`src/rtl/fgg_pkg.sv`:
```
package fgg_pkg;

    // Controller states of the gap enforcer
    typedef enum logic [1:0] {
        ST_READY = 2'd0,   // gap satisfied, waiting for a request
        ST_BUSY  = 2'd1,   // frame on the bus
        ST_GAP   = 2'd2    // idle time being counted
    } fgg_state_t;

endpackage

```
`src/rtl/fgg_gap_counter.sv`:
```
module fgg_gap_counter #(
    parameter int unsigned CNT_W = 3
) (
    input  logic             clk,
    input  logic             rst_n,
    input  logic             run,
    input  logic             tick,
    input  logic [CNT_W-1:0] need,
    output logic             last_tick
);

    logic [CNT_W-1:0] cnt_q;
    logic [CNT_W:0]   cnt_inc;

    assign cnt_inc   = {1'b0, cnt_q} + {{CNT_W{1'b0}}, 1'b1};
    assign last_tick = run && tick && (cnt_inc >= {1'b0, need});

    always_ff @(posedge clk or negedge rst_n) begin
        if (!rst_n) begin
            cnt_q <= '0;
        end else if (!run) begin
            cnt_q <= '0;
        end else if (tick && !last_tick) begin
            cnt_q <= cnt_inc[CNT_W-1:0];
        end
    end

endmodule

```
`src/rtl/fgg_settings_shadow.sv`:
```
module fgg_settings_shadow #(
    parameter int unsigned CODE_W = 2
) (
    input  logic              clk,
    input  logic              rst_n,
    input  logic              load,
    input  logic [CODE_W-1:0] load_code,
    input  logic              apply,
    output logic [CODE_W-1:0] active_code
);

    logic [CODE_W-1:0] staged_q;
    logic [CODE_W-1:0] active_q;

    always_ff @(posedge clk or negedge rst_n) begin
        if (!rst_n) begin
            staged_q <= '0;
        end else if (load) begin
            staged_q <= load_code;
        end
    end

    // A launch and a write never share a cycle, so apply sees a settled stage
    always_ff @(posedge clk or negedge rst_n) begin
        if (!rst_n) begin
            active_q <= '0;
        end else if (apply) begin
            active_q <= staged_q;
        end
    end

    assign active_code = active_q;

endmodule

```
`src/rtl/frame_gap_guard.sv`:
```
module frame_gap_guard
    import fgg_pkg::*;
#(
    parameter int unsigned CODE_W   = 2,
    parameter int unsigned BASE_GAP = 4
) (
    input  logic              clk,
    input  logic              rst_n,
    input  logic              bit_tick,
    input  logic              start_req,
    output logic              frame_start,
    input  logic              frame_end,
    input  logic              ctrl_wr,
    input  logic [CODE_W-1:0] ctrl_gap_sel,
    output logic              abort,
    output logic              busy,
    output logic [CODE_W-1:0] gap_code
);

    localparam int unsigned NEED_MAX = BASE_GAP + (1 << CODE_W) - 1;
    localparam int unsigned CNT_W    = $clog2(NEED_MAX + 1);

    fgg_state_t        state_q, state_d;
    logic              do_launch, do_kill;
    logic              gap_last;
    logic [CNT_W-1:0]  need;
    logic [CODE_W-1:0] active_code;

    assign need = CNT_W'(BASE_GAP) + CNT_W'(active_code);

    fgg_gap_counter #(
        .CNT_W (CNT_W)
    ) gap_cnt_i (
        .clk       (clk),
        .rst_n     (rst_n),
        .run       (state_q == ST_GAP),
        .tick      (bit_tick),
        .need      (need),
        .last_tick (gap_last)
    );

    fgg_settings_shadow #(
        .CODE_W (CODE_W)
    ) shadow_i (
        .clk         (clk),
        .rst_n       (rst_n),
        .load        (ctrl_wr),
        .load_code   (ctrl_gap_sel),
        .apply       (do_launch),
        .active_code (active_code)
    );

    // State register
    always_ff @(posedge clk or negedge rst_n) begin
        if (!rst_n) begin
            state_q <= ST_READY;
        end else begin
            state_q <= state_d;
        end
    end

    // Transitions: launch, end, abort, cancel, release
    always_comb begin
        state_d   = state_q;
        do_launch = 1'b0;
        do_kill   = 1'b0;
        unique case (state_q)
            ST_READY: begin
                if (!ctrl_wr && bit_tick && start_req) begin
                    state_d   = ST_BUSY;
                    do_launch = 1'b1;
                end
            end
            ST_BUSY: begin
                if (ctrl_wr) begin
                    state_d = ST_READY;
                    do_kill = 1'b1;
                end else if (frame_end) begin
                    state_d = ST_GAP;
                end
            end
            ST_GAP: begin
                if (ctrl_wr) begin
                    state_d = ST_READY;
                end else if (gap_last) begin
                    if (start_req) begin
                        state_d   = ST_BUSY;
                        do_launch = 1'b1;
                    end else begin
                        state_d = ST_READY;
                    end
                end
            end
            default: state_d = ST_READY;
        endcase
    end

    // Outputs
    always_comb begin
        frame_start = do_launch;
        abort       = do_kill;
        busy        = (state_q == ST_BUSY);
        gap_code    = active_code;
    end

endmodule

```
`config.mk`:
```
export PLATFORM = sky130hd
export DESIGN_NAME = frame_gap_guard
export DESIGN_NICKNAME = d
export VERILOG_FILES = /design/src/rtl/fgg_pkg.sv /design/src/rtl/fgg_gap_counter.sv /design/src/rtl/fgg_settings_shadow.sv /design/src/rtl/frame_gap_guard.sv
export SDC_FILE = /design/constraint.sdc
export NUM_CORES = 1
export LEC_CHECK = 0
export ABC_AREA = 1
export BUFFER_PORTS_ARGS = -buffer_cell sky130_fd_sc_hd__buf_2
export CAP_MARGIN = 20
export CORE_AREA = 8 8 45 47
export DETAILED_ROUTE_END_ITERATION = 12
export DIE_AREA = 0 0 53 55
export PLACE_DENSITY = 0.75
export SLEW_MARGIN = 40
export SYNTH_ARGS = -nofsm -noshare
export SYNTH_HDL_FRONTEND = slang
export SYNTH_HIERARCHICAL = 1
export SYNTH_SLANG_ARGS = --single-unit
```
`constraint.sdc`:
```
create_clock -name clk -period 2.1 [get_ports clk]
set_clock_uncertainty 0.2 [all_clocks]
set_input_delay 0.315 -clock clk [delete_from_list [all_inputs] [get_ports clk]]
set_output_delay 0.315 -clock clk [all_outputs]
set_load 0.005 [all_outputs]
```
==> results.md, run 1 <==
* Count of different cell masters after synthesis at 17
* CTS tree: built
* Post-Place Cell Area at 679.4 sq um
* Syn_nets at 88
* Initial core utilization at 0.4060
* TritonCTS Sinks at 9
* Worst skew pair latency at 0.27 ns
* Drt total wl at 1602 microns
* Chip width at 53 microns
* Fmax achieved at 412.3 MHz
* Layout area overhead at 52.34%
* Maximum number of pins on one net before global-route repair at 10
* Avg Inst Size Synth at 7.392 sq um
* H-Tree Level Count at 1
* Seq cells post-synth at 9
* Crit-path cells: ha_4 > ha_4 > nand2_2 > nand2_2 > nand2_2 > a21oi_4 > nand3_2 > nand2_2 > buf_2
* Required @ worst endpoint at 1.58 ns
* Crit end category: output pin
* Crit path max-delay cell type: dfrtp_1
* Crit path max fanout at 2
* Placed Cells at 109
* MaxCap Viol Count at 0
* Period minus WS final at 2.426 ns
* Full die area at 2915 sq um
* Antenna Nets Post-Route at 0
* Most repeated library cell on the critical path: nand2_2
* # DRC at 0
* Vias at 620
* Synthesized cell area at 561.8 sq um
* Post-DP HPWL at 1007 microns
* Vias per inst at 5.082
* Placement Setup Slack at -0.05329 ns
* Tcrit/Tclk final at 1.155
* CTS buffer count at 3
* Final Util at 0.6184
* Clock transition at path regs at 0.07 ns
* Synth warnings at 6
* Die Ht at 55 microns
* RSZ-0062 raised after global routing: true
* VDD IR max at 0.3672 mV
* Port bufs at 12
* Core area at 1384 sq um
* Layout cells sized above 1 at 0.4340
* Initial antenna violation count at 0
* WS Path Type: flop to output pin
* Vias in the first global route at 594
* Critical Path Start Type: flop
* Post-route cell area at 855.8 sq um
* Setup tns final at -0.6395 ns
* Cell Count, Final, Fillers Out at 122
* Final-stage net count at 119
* Post-Syn Instances at 76
* Pwr dens at 505.1 nW/um^2
* Final number of setup-violating endpoints at 4
* Wirelength per Cell at 13.13 microns
* Clock tree root driver cell: clkbuf_4
* Tot GR Track Use at 0.1124
* First-pass GRT wire length at 2373 microns
* Violated checks: negative setup slack
* LEAKAGE at 0.4905 nW
* GPL Wtd Cong at 0.7621
* Sequential area share after synthesis at 0.4009
* Row count at 14
* Number of placed I/O pins at 13
* Worst Hold Class: primary input to flop
* Pre-Repair DR Iteration Count at 5
* CTS Buffer Depth at 2
* Max Slew Vio Count at 0
* First DRT Iteration DRCs at 14
* Final number of hold-violating endpoints at 0
* Final worst slack at -0.3255 ns
* Overflow left after global routing at 0
* Status: complete, but fails checks
* Worst EP arrival at 1.91 ns
* Antenna diode count at 0
* Max stage delay on crit path at 0.42 ns
[synthesized netlist by cell type]
| cell type | n | area (sq um) |
|---|---|---|
| nor2_1 | 4 | 15.01 |
| nand3_2 | 1 | 10.01 |
| nor3_1 | 1 | 5.000 |
| nor2_2 | 2 | 12.51 |
| dfrtp_1 | 9 | 225.2 |
| inv_2 | 2 | 7.510 |
| conb_1 | 1 | 3.750 |
| ha_1 | 4 | 50.05 |
| o21bai_2 | 1 | 11.26 |
| inv_1 | 11 | 41.29 |
| nand2_2 | 1 | 6.260 |
| a21oi_2 | 1 | 8.760 |
| nand3_1 | 7 | 35.03 |
| xor2_1 | 1 | 8.760 |
| nand4_1 | 3 | 18.77 |
| nand2_1 | 26 | 97.59 |
| a21oi_1 | 1 | 5.000 |
[cells in the final DEF, fill, tap and decap left out]
master and count:
ha_1 2, a21oi_2 1, nand4_1 3, nand3_2 3
nor2_1 4, o21bai_2 1, clkinv_2 1, inv_2 2
nor2_2 2, conb_1 1, dfrtp_1 9, ha_4 2
nand2_1 22, dlygate4sd3_1 1, nand2_2 5, inv_1 11
nand3_1 5, clkbuf_4 3, buf_6 6, buf_4 7
nor3_1 1, a21oi_4 1, buf_2 12, xor2_1 1
[cells by family (layout without fill, tap and decap cells)]
family	count (synthesis)	in the layout	share of synthesized area
other	1	1	0.006675
XOR/XNOR	1	1	0.01559
flip-flops	9	9	0.4009
AND/OR/NAND/NOR	45	45	0.3563
buffers and inverters	13	43	0.08687
AO/OA/AOI/OAI	3	3	0.04454
adder cells (fa/ha/maj)	4	4	0.08909
[metrics by stage]
step	hold slack, ns	power [W]
2_1_floorplan	-0.1806	0.0002369
6_report	0.03627	0.0004322
5_1_grt	0.05273	0.0004544
3_5_place_dp	-0.01825	0.0002746
3_3_place_gp	-0.02021	0.0002708
4_1_cts	0.03685	0.0004173
[path summary, 6_finish.rpt]
check	startpoint	endpoint	cells past startpoint	slack, ns
min in group asynchronous	rst_n	gap_cnt_i/cnt_q[0]	2	0.22
setup / recovery	gap_cnt_i/cnt_q[0]	frame_start	9	-0.33
hold reg to reg	shadow_i/staged_q[0]	shadow_i/staged_q[0]	2	0.28
max in group asynchronous	rst_n	state_q[1]	2	1.28
setup reg to reg	gap_cnt_i/cnt_q[0]	state_q[0]	13	-0.18
hold / removal	ctrl_gap_sel[1]	shadow_i/staged_q[1]	3	0.04
[state kept, by name (all words and copies together) (netlist names)]
name and flops:
gap_cnt_i/cnt_q 3, state_q 2, shadow_i/active_code 2, shadow_i/staged_q 2
[per-layer routing]
layer	up-vias	global-route usage	wire length [microns]
met4	0	0.06466	9
li1	297	-	-
met2	29	0.2148	912
met5	-	0	0
met1	292	0.1058	597
met3	2	0.02941	82
[critical path: cells and delay by family, from the launching register on]
| family | cells | cell delay [ns] |
|---|---|---|
| fa+ha+maj | 2 | 0.53 |
| simple gates | 5 | 0.42 |
| flops | 1 | 0.42 |
| compound gates | 1 | 0.16 |
| buf+inv | 1 | 0.12 |
[layout make-up]
| class | instances | area (sq um) |
|---|---|---|
| Clock buffer | 3 | 22.52 |
| Clock inverter | 1 | 5.005 |
| Fill cell | 122 | 528.0 |
| Inverter | 13 | 48.80 |
| Multi-Input combinational cell | 54 | 344.1 |
| Sequential cell | 9 | 225.2 |
| Tap cell | 16 | 20.02 |
| Timing Repair Buffer | 26 | 190.2 |
[where the power goes]
group	leakage (nW)	internal [W]	switching [W]
clock network	0.0177	0.0000705	0.0000678
registers	0.119	0.000186	0.00000941
logic	0.354	0.0000442	0.0000542
total	0.491	0.000301	0.000131
[timing repair]
action / 4_1_cts / 5_1_grt
pin swaps: 5 / 8
endpoints found under the hold margin: 9 / 0
resized for setup: 7 / 9
hold buffers: 1 / 0
setup buffers: 6 / 2
endpoints found under the setup margin: 3 / 4
(Power assumes the default switching activity.)
==> run 2: changes to the inputs <==
- CORE_AREA: 8 8 45 47 -> 2 2 39 41
- DIE_AREA: 0 0 53 55 -> 0 0 41 43
- TNS_END_PERCENT: not set -> 5
==> results.md, run 2 (synthesized netlist as in run 1, its figures left out) <==
* Initial antenna violation count at 0
* Drt total wl at 1017 microns
* Status: complete, but fails checks
* Maximum number of pins on one net before global-route repair at 10
* Required @ worst endpoint at 1.58 ns
* Postcts setup bufs at 0
* LEAKAGE at 0.4495 nW
* Post-route cell area at 737.0 sq um
* VDD IR max at 0.2522 mV
* Final-stage net count at 113
* WS Path Type: flop to output pin
* First-pass GRT wire length at 1766 microns
* Leading cell types in the layout, fill and taps excluded: nand2_1, buf_2, inv_1, dfrtp_1
* MaxCap Viol Count at 0
* Antenna diode count at 0
* Area of the multi-input gates at 294.0 sq um
* Max reg flops at 3
* Vias per inst at 4.595
* Crit path max-delay cell type: dfrtp_1
* GPL Wtd Cong at 0.7125
* Worst skew pair latency at 0.26 ns
* Crit-path cells: ha_1 > ha_1 > nand2_1 > nand2_1 > nand2_2 > a21oi_2 > nand3_1 > nand2_1 > buf_2
* Final number of hold-violating endpoints at 0
* Vias at 533
* CTS buffer count at 3
* CTS Buffer Depth at 2
* Pwr dens at 545.7 nW/um^2
* Row count at 14
* Design Power at 0.0004022 W
* Final Util at 0.5326
* Largest Register: gap_cnt_i/cnt_q
* Number of placed I/O pins at 13
* Overflow left after global routing at 0
* Most repeated library cell on the critical path: nand2_1
* First DRT Iteration DRCs at 9
* Final number of setup-violating endpoints at 1
* Layout cells sized above 1 at 0.3200
* RSZ-0062 raised after global routing: true
* Period minus WS final at 2.332 ns
* Antenna Nets Post-Route at 0
* TritonCTS Sinks at 9
* Full die area at 1763 sq um
* Tcrit/Tclk final at 1.111
* Commonest non-fill, non-tap cell in the layout: nand2_1
* Tot GR Track Use at 0.1514
* Post-DP HPWL at 846.4 microns
* Fmax achieved at 428.8 MHz
* Crit end category: output pin
* Violated checks: negative setup slack
* Final worst slack at -0.2323 ns
* Vias in the first global route at 476
* Layout area overhead at 31.18%
* Die Ht at 43 microns
* CTS tree: built
* Wirelength per Cell at 8.767 microns
* Crit path max fanout at 2
* Port bufs at 12
* Critical Path Start Type: flop
* Max Slew Vio Count at 0
* H-Tree Level Count at 1
* Initial core utilization at 0.4060
* Worst Hold Class: primary input to flop
* Clock transition at path regs at 0.06 ns
* Pre-Repair DR Iteration Count at 4
* Fillers at 133
* Max stage delay on crit path at 0.38 ns
* Core area at 1384 sq um
* Chip width at 41 microns
* FF/Latch Area at 225.2 sq um
* Post-Place Cell Area at 694.4 sq um
* Worst EP arrival at 1.82 ns
* Clock tree root driver cell: clkbuf_4
* # DRC at 0
run 2: what timing repair did:
action / in CTS / in global routing
setup endpoints to repair: 1 / 3
cloned: 0 / 0
pin swaps: 1 / 0
endpoints found under the hold margin: 9 / 0
gates resized for setup: 1 / 1
hold buffers: 1 / 0
run 2: layout make-up:
| cell class | count | area share |
|---|---|---|
| repair buffers | 20 | 0.1664 |
| flip-flops and latches | 9 | 0.3056 |
| multi-input cells | 54 | 0.3990 |
| clock buffers | 4 | 0.03565 |
| inverters | 13 | 0.06621 |
| well taps | 16 | 0.02716 |
run 2: final timing paths:
path | startpoint | to | slack, ns | depth (start not counted)
worst min register to register | shadow_i/staged_q[0] | shadow_i/staged_q[0] | 0.28 | 2
worst min-delay path | ctrl_gap_sel[1] | shadow_i/staged_q[1] | 0.05 | 3
min in group asynchronous | rst_n | gap_cnt_i/cnt_q[2] | 0.23 | 2
worst max-delay path | gap_cnt_i/cnt_q[1] | frame_start | -0.23 | 9
worst max register to register | gap_cnt_i/cnt_q[1] | shadow_i/active_code[1] | 0.10 | 12
max in group asynchronous | rst_n | shadow_i/active_code[1] | 1.29 | 2
run 2: routing by layer:
metal,up-vias,track usage,wire length [microns]
met5,-,0,0
met4,0,0.1000,14
met3,2,0.03141,40
met2,13,0.2156,455
met1,234,0.1973,506
li1,284,-,-
run 2: where the power goes:
part	switching, W	total [W]	internal (W)
clock	0.0000578	0.000131	0.0000731
combinational	0.0000408	0.0000751	0.0000343
sequential	0.00000985	0.000196	0.000186
total	0.000109	0.000402	0.000294
run 2: per-stage QoR:
step | hold WS, ns | setup TNS (ns) | instances | worst slack, ns
detailed placement | -0.02327 | -0.001417 | 111 | -0.001417
global route | 0.04760 | -0.5636 | 116 | -0.4004
floorplan | -0.1806 | 0 | 76 | 0.03261
CTS | 0.04511 | -0.2632 | 116 | -0.2632
global placement | -0.03073 | 0 | 111 | 0.03801
finish | 0.05486 | -0.2323 | 116 | -0.2323
run 2: worst max-delay path, delay by kind of cell, from the launching register on:
kind | cells | cell delay (ns)
fa+ha+maj | 2 | 0.60
flops | 1 | 0.38
simple gates | 5 | 0.35
compound gates | 1 | 0.13
buf+inv | 1 | 0.11
